==> src/rtl/tm_pkg.sv <==
package tm_pkg;
  typedef enum logic [1:0] {
    TK_DYAD = 2'b00,
    TK_MONO = 2'b01,
    TK_MEM  = 2'b10,
    TK_SYS  = 2'b11
  } tok_kind_e;
endpackage

==> src/rtl/tm_classify.sv <==
module tm_classify (
  input  logic [1:0] kind,
  output logic       is_dyad,
  output logic       is_mono,
  output logic       is_byp
);
  always_comb begin
    is_dyad = 1'b0;
    is_mono = 1'b0;
    is_byp  = 1'b0;
    case (tm_pkg::tok_kind_e'(kind))
      tm_pkg::TK_DYAD: is_dyad = 1'b1;
      tm_pkg::TK_MONO: is_mono = 1'b1;
      default:         is_byp  = 1'b1;
    endcase
  end
endmodule

==> src/rtl/tm_store.sv <==
module tm_store #(
  parameter int CTX_W  = 2,
  parameter int OFF_W  = 3,
  parameter int GEN_W  = 2,
  parameter int DATA_W = 16
) (
  input  logic              clk,
  input  logic              rst_n,
  input  logic              tok_en,
  input  logic [CTX_W-1:0]  tok_ctx,
  input  logic [OFF_W-1:0]  tok_off,
  input  logic              tok_port,
  input  logic [GEN_W-1:0]  tok_gen,
  input  logic [DATA_W-1:0] tok_data,
  input  logic              free_en,
  input  logic [CTX_W-1:0]  free_ctx,
  output logic              hit_fire,
  output logic              stale_hit,
  output logic              dup_hit,
  output logic [DATA_W-1:0] partner_data
);
  localparam int IDX_W = CTX_W + OFF_W;
  localparam int N     = 1 << IDX_W;

  logic [N-1:0]      ent_v;
  logic [N-1:0]      ent_p;
  logic [GEN_W-1:0]  ent_g [N];
  logic [DATA_W-1:0] ent_d [N];

  logic [IDX_W-1:0] idx;
  logic             live, gen_eq, port_eq;

  assign idx          = {tok_ctx, tok_off};
  assign live         = ent_v[idx] && !(free_en && free_ctx == tok_ctx);
  assign gen_eq       = ent_g[idx] == tok_gen;
  assign port_eq      = ent_p[idx] == tok_port;
  assign hit_fire     = tok_en && live && gen_eq && !port_eq;
  assign stale_hit    = tok_en && live && !gen_eq;
  assign dup_hit      = tok_en && live && gen_eq && port_eq;
  assign partner_data = ent_d[idx];

  // valid bits: release first, then the token's own update
  genvar i;
  generate
    for (i = 0; i < N; i++) begin : g_ent
      localparam logic [CTX_W-1:0] ECTX = CTX_W'(i >> OFF_W);
      localparam logic [IDX_W-1:0] EIDX = IDX_W'(i);
      always_ff @(posedge clk) begin
        if (!rst_n) begin
          ent_v[i] <= 1'b0;
        end else begin
          if (free_en && free_ctx == ECTX) ent_v[i] <= 1'b0;
          if (tok_en && idx == EIDX)       ent_v[i] <= !hit_fire;
        end
      end
    end
  endgenerate

  always_ff @(posedge clk) begin
    if (tok_en && !hit_fire) begin
      ent_p[idx] <= tok_port;
      ent_g[idx] <= tok_gen;
      ent_d[idx] <= tok_data;
    end
  end
endmodule

==> src/rtl/tm_outreg.sv <==
module tm_outreg #(
  parameter int W = 8
) (
  input  logic         clk,
  input  logic         rst_n,
  input  logic         load,
  input  logic [W-1:0] din,
  input  logic         ready,
  output logic         valid,
  output logic [W-1:0] dout
);
  always_ff @(posedge clk) begin
    if (!rst_n)      valid <= 1'b0;
    else if (load)   valid <= 1'b1;
    else if (ready)  valid <= 1'b0;
  end

  always_ff @(posedge clk) begin
    if (load) dout <= din;
  end
endmodule

==> src/rtl/token_matcher.sv <==
module token_matcher #(
  parameter int CTX_W  = 2,
  parameter int OFF_W  = 3,
  parameter int GEN_W  = 2,
  parameter int DATA_W = 16,
  parameter int CNT_W  = 8
) (
  input  logic              clk,
  input  logic              rst_n,
  input  logic              in_valid,
  output logic              in_ready,
  input  logic [1:0]        in_type,
  input  logic [CTX_W-1:0]  in_ctx,
  input  logic [OFF_W-1:0]  in_offset,
  input  logic              in_port,
  input  logic [GEN_W-1:0]  in_gen,
  input  logic              in_flag,
  input  logic [DATA_W-1:0] in_data,
  input  logic              free_req,
  input  logic [CTX_W-1:0]  free_ctx,
  output logic              fire_valid,
  input  logic              fire_ready,
  output logic              fire_dyadic,
  output logic [CTX_W-1:0]  fire_ctx,
  output logic [OFF_W-1:0]  fire_offset,
  output logic              fire_flag,
  output logic [DATA_W-1:0] fire_left,
  output logic [DATA_W-1:0] fire_right,
  output logic              byp_valid,
  input  logic              byp_ready,
  output logic [1:0]        byp_type,
  output logic [CTX_W-1:0]  byp_ctx,
  output logic [OFF_W-1:0]  byp_offset,
  output logic              byp_port,
  output logic [GEN_W-1:0]  byp_gen,
  output logic              byp_flag,
  output logic [DATA_W-1:0] byp_data,
  output logic [CNT_W-1:0]  stale_count,
  output logic              port_err
);
  localparam int FIRE_W = 2 + CTX_W + OFF_W + 2 * DATA_W;
  localparam int BYP_W  = 4 + CTX_W + OFF_W + GEN_W + DATA_W;

  logic acc, is_dyad, is_mono, is_byp;
  logic hit_fire, stale_hit, dup_hit;
  logic [DATA_W-1:0] partner;
  logic [DATA_W-1:0] left_w, right_w;
  logic [FIRE_W-1:0] fire_din, fire_dout;
  logic [BYP_W-1:0]  byp_din, byp_dout;

  assign in_ready = (!fire_valid || fire_ready) && (!byp_valid || byp_ready);
  assign acc      = in_valid && in_ready;

  tm_classify u_cls (
    .kind    (in_type),
    .is_dyad (is_dyad),
    .is_mono (is_mono),
    .is_byp  (is_byp)
  );

  tm_store #(
    .CTX_W (CTX_W), .OFF_W (OFF_W), .GEN_W (GEN_W), .DATA_W (DATA_W)
  ) u_store (
    .clk          (clk),
    .rst_n        (rst_n),
    .tok_en       (acc && is_dyad),
    .tok_ctx      (in_ctx),
    .tok_off      (in_offset),
    .tok_port     (in_port),
    .tok_gen      (in_gen),
    .tok_data     (in_data),
    .free_en      (free_req),
    .free_ctx     (free_ctx),
    .hit_fire     (hit_fire),
    .stale_hit    (stale_hit),
    .dup_hit      (dup_hit),
    .partner_data (partner)
  );

  // operand ordering by port of the arriving token
  always_comb begin
    if (is_mono) begin
      left_w  = in_data;
      right_w = '0;
    end else if (in_port) begin
      left_w  = partner;
      right_w = in_data;
    end else begin
      left_w  = in_data;
      right_w = partner;
    end
  end

  assign fire_din = {hit_fire, in_ctx, in_offset, in_flag, left_w, right_w};

  tm_outreg #(.W (FIRE_W)) u_fire (
    .clk   (clk),
    .rst_n (rst_n),
    .load  (acc && (is_mono || hit_fire)),
    .din   (fire_din),
    .ready (fire_ready),
    .valid (fire_valid),
    .dout  (fire_dout)
  );

  assign {fire_dyadic, fire_ctx, fire_offset, fire_flag, fire_left, fire_right} = fire_dout;

  assign byp_din = {in_type, in_ctx, in_offset, in_port, in_gen, in_flag, in_data};

  tm_outreg #(.W (BYP_W)) u_byp (
    .clk   (clk),
    .rst_n (rst_n),
    .load  (acc && is_byp),
    .din   (byp_din),
    .ready (byp_ready),
    .valid (byp_valid),
    .dout  (byp_dout)
  );

  assign {byp_type, byp_ctx, byp_offset, byp_port, byp_gen, byp_flag, byp_data} = byp_dout;

  always_ff @(posedge clk) begin
    if (!rst_n) begin
      stale_count <= '0;
      port_err    <= 1'b0;
    end else begin
      port_err <= dup_hit;
      if (stale_hit && stale_count != {CNT_W{1'b1}})
        stale_count <= stale_count + 1'b1;
    end
  end
endmodule

==> config.mk <==
export PLATFORM = sky130hd
export DESIGN_NAME = token_matcher
export DESIGN_NICKNAME = d
export VERILOG_FILES = /design/src/rtl/tm_pkg.sv /design/src/rtl/tm_classify.sv /design/src/rtl/tm_store.sv /design/src/rtl/tm_outreg.sv /design/src/rtl/token_matcher.sv
export SDC_FILE = /design/constraint.sdc
export NUM_CORES = 1
export LEC_CHECK = 0
export BUFFER_PORTS_ARGS = -buffer_cell sky130_fd_sc_hd__buf_2
export CORE_ASPECT_RATIO = 1.4
export CORE_MARGIN = 4
export CORE_UTILIZATION = 60
export CTS_BUF_LIST = sky130_fd_sc_hd__clkbuf_8
export CTS_CLUSTER_DIAMETER = 200
export DETAILED_ROUTE_END_ITERATION = 10
export PLACE_DENSITY_LB_ADDON = 0.15
export SYNTH_ARGS = -nofsm -noshare
export SYNTH_HDL_FRONTEND = slang
export SYNTH_HIERARCHICAL = 1
export SYNTH_SLANG_ARGS = --single-unit
==> constraint.sdc <==
create_clock -name clk -period 10 [get_ports clk]
set_input_delay 2 -clock clk [delete_from_list [all_inputs] [get_ports clk]]
set_output_delay 2 -clock clk [all_outputs]
set_load 0.01 [all_outputs]
==> results.sh <==
export IMPL_fin_skew_ns=0.0373
export IMPL_clockBufferDepth=3
export IMPL_clockRootBuffer="clkbuf_8"
export IMPL_clock_sinks=717
export IMPL_die_x_um=191
export IMPL_slowest_stage="o211a_2"
export IMPL_postCtsSetupBuffers=0
export IMPL_critPathLaunch="in_ctx[0]"
export IMPL_postSynth_topFlopCell="edfxtp_1"
export IMPL_status="completed"
export IMPL_cts_resized=0
export IMPL_power_density_nw_per_um2=184
export IMPL_arrival_ns=6.48
export IMPL_antenna_found_initial=3
export IMPL_peakVddDrop_mv=0.121
export IMPL_gp_congestion=0.830
export IMPL_grt_start_max_net_pins=65
export IMPL_cts_hold_buf=0
export IMPL_clk_latency_ns=0.71
export IMPL_ys_types=51
export IMPL_synth_nets=1396
export IMPL_ys_seq_area_share_pct=75.1
export IMPL_worstPathMaxFanout=59
export IMPL_core_um2=46200
export IMPL_synth_edf_count=674
export IMPL_numCtsBuffers=102
export IMPL_port_buffers=112
export IMPL_gr_usage_all_layers_pct=27.6
export IMPL_path_cells="buf_2 -> buf_4 -> mux4_2 -> mux2_2 -> nand2_1 -> o211ai_1 -> o211ai_1 -> nor4_4 -> buf_4 -> o211a_2"
export IMPL_tritoncts="done"
export IMPL_vias=14441
export IMPL_fp_dieH_um=264
export IMPL_synth_top_area_share_pct=72.1
export IMPL_drt_vias_per_instance=6.44
export IMPL_sw_frac_of_total_pct=22.0
export IMPL_pwr_share_comb_pct=5.3
export IMPL_switchingPower_mw=1.27
export IMPL_ctsHtreeMaxLevel=3
export IMPL_synth_top_area_cell="edfxtp_1"
export IMPL_area_delta_synth_final_pct=11.9
export IMPL_power_leakage_nw=10.3
export IMPL_ys_async_sr_fraction_pct=0
export IMPL_min_period_ns=6.18
export IMPL_avgSynthCellArea_um2=20.6
export IMPL_setup_tns_ns=0
export IMPL_synthSimpleGateAreaFrac_pct=2.96
export IMPL_routed_wl_um=68200
export IMPL_syn_instance_count=1360
export IMPL_fin_crit_sh_pct=61.8
export IMPL_critPathMaxStageDelay_ns=1.02
export IMPL_hold_start="u_store/ent_v[5]"
export IMPL_tightest_slew_ns=1.19
export IMPL_synth_top_cells_by_area="edfxtp_1 72%, mux4_2 14%, dfxtp_1 3.1%, mux2i_1 2.3%, mux2_2 1.4%"
export IMPL_crit_path_end_kind="flip-flop"
export IMPL_sequentialPowerShare_pct=57.3
export IMPL_synth_mux_area_share_pct=17.3
export IMPL_mappedNetlistArea_um2=28100
export IMPL_synth_top_family_by_area="multiplexers"
export IMPL_num_rows=93
export IMPL_dr_pass1_iters=8
export IMPL_critPathKind="in -> reg"
export IMPL_drtIter0Drc=1349
export IMPL_max_cap_violations=0
export IMPL_nFillCells=3017
export IMPL_fin_nets=1575
export IMPL_drc=0
export IMPL_ant_nets=0
export IMPL_rsz0062_at_grt="no"
export IMPL_synth_seq_cells=717
export IMPL_synth_compound_area_share_pct=2.80
export IMPL_cellInternalPower_mw=4.50
export IMPL_r2r_start="u_store/ent_p[25]"
export IMPL_grt_pass1_vias=14807
export IMPL_yosys_warnings=6
export IMPL_hold_violations=0
export IMPL_finalMaxSlewViolations=0
export IMPL_critPathLaunchType="input pin"
export IMPL_fp_dieArea_um2=50400
export IMPL_drive_gt1_share_pct=33.1
export IMPL_r2r_cells=8
export IMPL_grt_pass1_wl_um=99200
export IMPL_relSlewSlack_pct=20.2
export IMPL_hpwl_um=37800
export IMPL_clock_fmax_mhz=162
export IMPL_synth_xor_area_share_pct=0.156
export IMPL_setup_violations=0
export IMPL_wire_per_inst_um=30.4
export IMPL_clkTransAtPathRegs_ns=0.06
export IMPL_p_clk_share_pct=37.4
export IMPL_io_pins=113
export IMPL_hold_depth=2
export IMPL_synthAdderAreaFrac_pct=0.0446
export IMPL_worstPathRequired_ns=10.30
export IMPL_grt_overflow=0
export IMPL_whs_ns=0.465
export IMPL_hold_path_class="reg -> reg"
export IMPL_initial_utilization_pct=60.8
[logic make-up after synthesis]
logic type,after synthesis
AO/OA/AOI/OAI,112
XOR/XNOR,5
adder cells (fa/ha/maj),1
buffers and inverters,88
flip-flops,717
multiplexers,269
AND/OR/NAND/NOR,168
[registers in the layout, indices dropped and copies added (netlist names)]
| register | count |
|---|---|
| stale_count | 8 |
| u_store/ent_p | 32 |
| u_store/ent_d | 512 |
| u_byp/dout | 27 |
| port_err | 1 |
| u_byp/valid | 1 |
| u_store/ent_g | 64 |
| u_fire/dout | 39 |
| u_store/ent_v | 32 |
| u_fire/valid | 1 |
[metal layers]
layer / up-vias / part of all wire [%] / global-route usage, %
met5: - / 0.016 / 0
met4: 2 / 3.9 / 10.5
met3: 137 / 7.3 / 4.52
met2: 683 / 52 / 47.1
met1: 7594 / 36 / 36.1
li1: 6025 / - / -
[power by group through the flow]
stage               Sequential (mW)  Clock, mW  Combinational [mW]
floorplan                      3.38          0               0.183
global placement               3.37          0               0.305
detailed placement             3.37          0               0.310
CTS                            3.31       2.20               0.310
global route                   3.31       2.34               0.327
finish                         3.31       2.16               0.306
[cell usage after synthesis (all sizes together) (3+ instances only)]
master  count
and3        3
nor2       37
nand2      53
nor2b      10
clkbuf     37
o211ai     18
a22oi      23
buf        44
and2        4
o311ai      3
nor4        7
a21oi      18
nand2b      7
a211oi      3
edfxtp    674
a31oi       4
nand3       5
mux4      169
xnor2       3
o22ai      13
mux2       35
o31ai      16
inv         7
mux2i      65
dfxtp      43
o21ai       3
or3         3
nor3       32
[cells in the final DEF, fill, tap and decap left out, drive strengths merged, types with 7 or more instances in the layout]
cell type  instances
mux2i             65
nand2             53
nor2b             10
clkbuf           104
o22ai             13
nand2b             7
clkinv            47
dfxtp             43
a21oi             18
nor4               7
edfxtp           674
a22oi             23
buf              156
nor3              32
mux4             169
inv               35
o211ai            18
mux2              35
nor2              37
o31ai             16
[worst max-delay path: cells and delay by family]
family / cells / cell delay [ns]
and+or+nand+nor: 2 / 0.50
muxes: 2 / 0.43
AOI/OAI and AO/OA: 3 / 1.40
buffers and inverters: 3 / 1.99
[metrics by stage]
| step | setup WS [ns] | instance area, um2 | total power [mW] | util (%) | instances |
|---|---|---|---|---|---|
| finish | 3.82 | 31400 | 5.77 | 68.0 | 2241 |
| CTS | 3.88 | 31400 | 5.81 | 68.0 | 2238 |
| global route | 3.61 | 31400 | 5.98 | 68.0 | 2239 |
| floorplan | 4.07 | 28100 | 3.56 | - | 1360 |
| detailed placement | 3.17 | 29500 | 3.68 | 63.9 | 2052 |
| global placement | 3.22 | 29500 | 3.68 | 63.9 | 2052 |
[layout make-up]
class                           count  area (um2)  area share [%]
Sequential cell                   717       21100            67.2
Multi-Input combinational cell    555        6700            21.3
Clock buffer                      104        1430            4.56
Timing Repair Buffer              156         910            2.90
Tap cell                          617         772            2.46
Clock inverter                     82         469            1.49
Inverter                            7        26.3          0.0836
Antenna cell                        3        7.51          0.0239
[worst paths after layout]
path                                          to  slack (ns)
worst max-delay path              u_fire/dout[7]        3.82
worst min-delay path            u_store/ent_v[5]        0.47
worst max register to register    u_fire/dout[7]        5.79
worst min register to register  u_store/ent_v[5]        0.47
No activity file was read; power rests on OpenSTA's default activity.
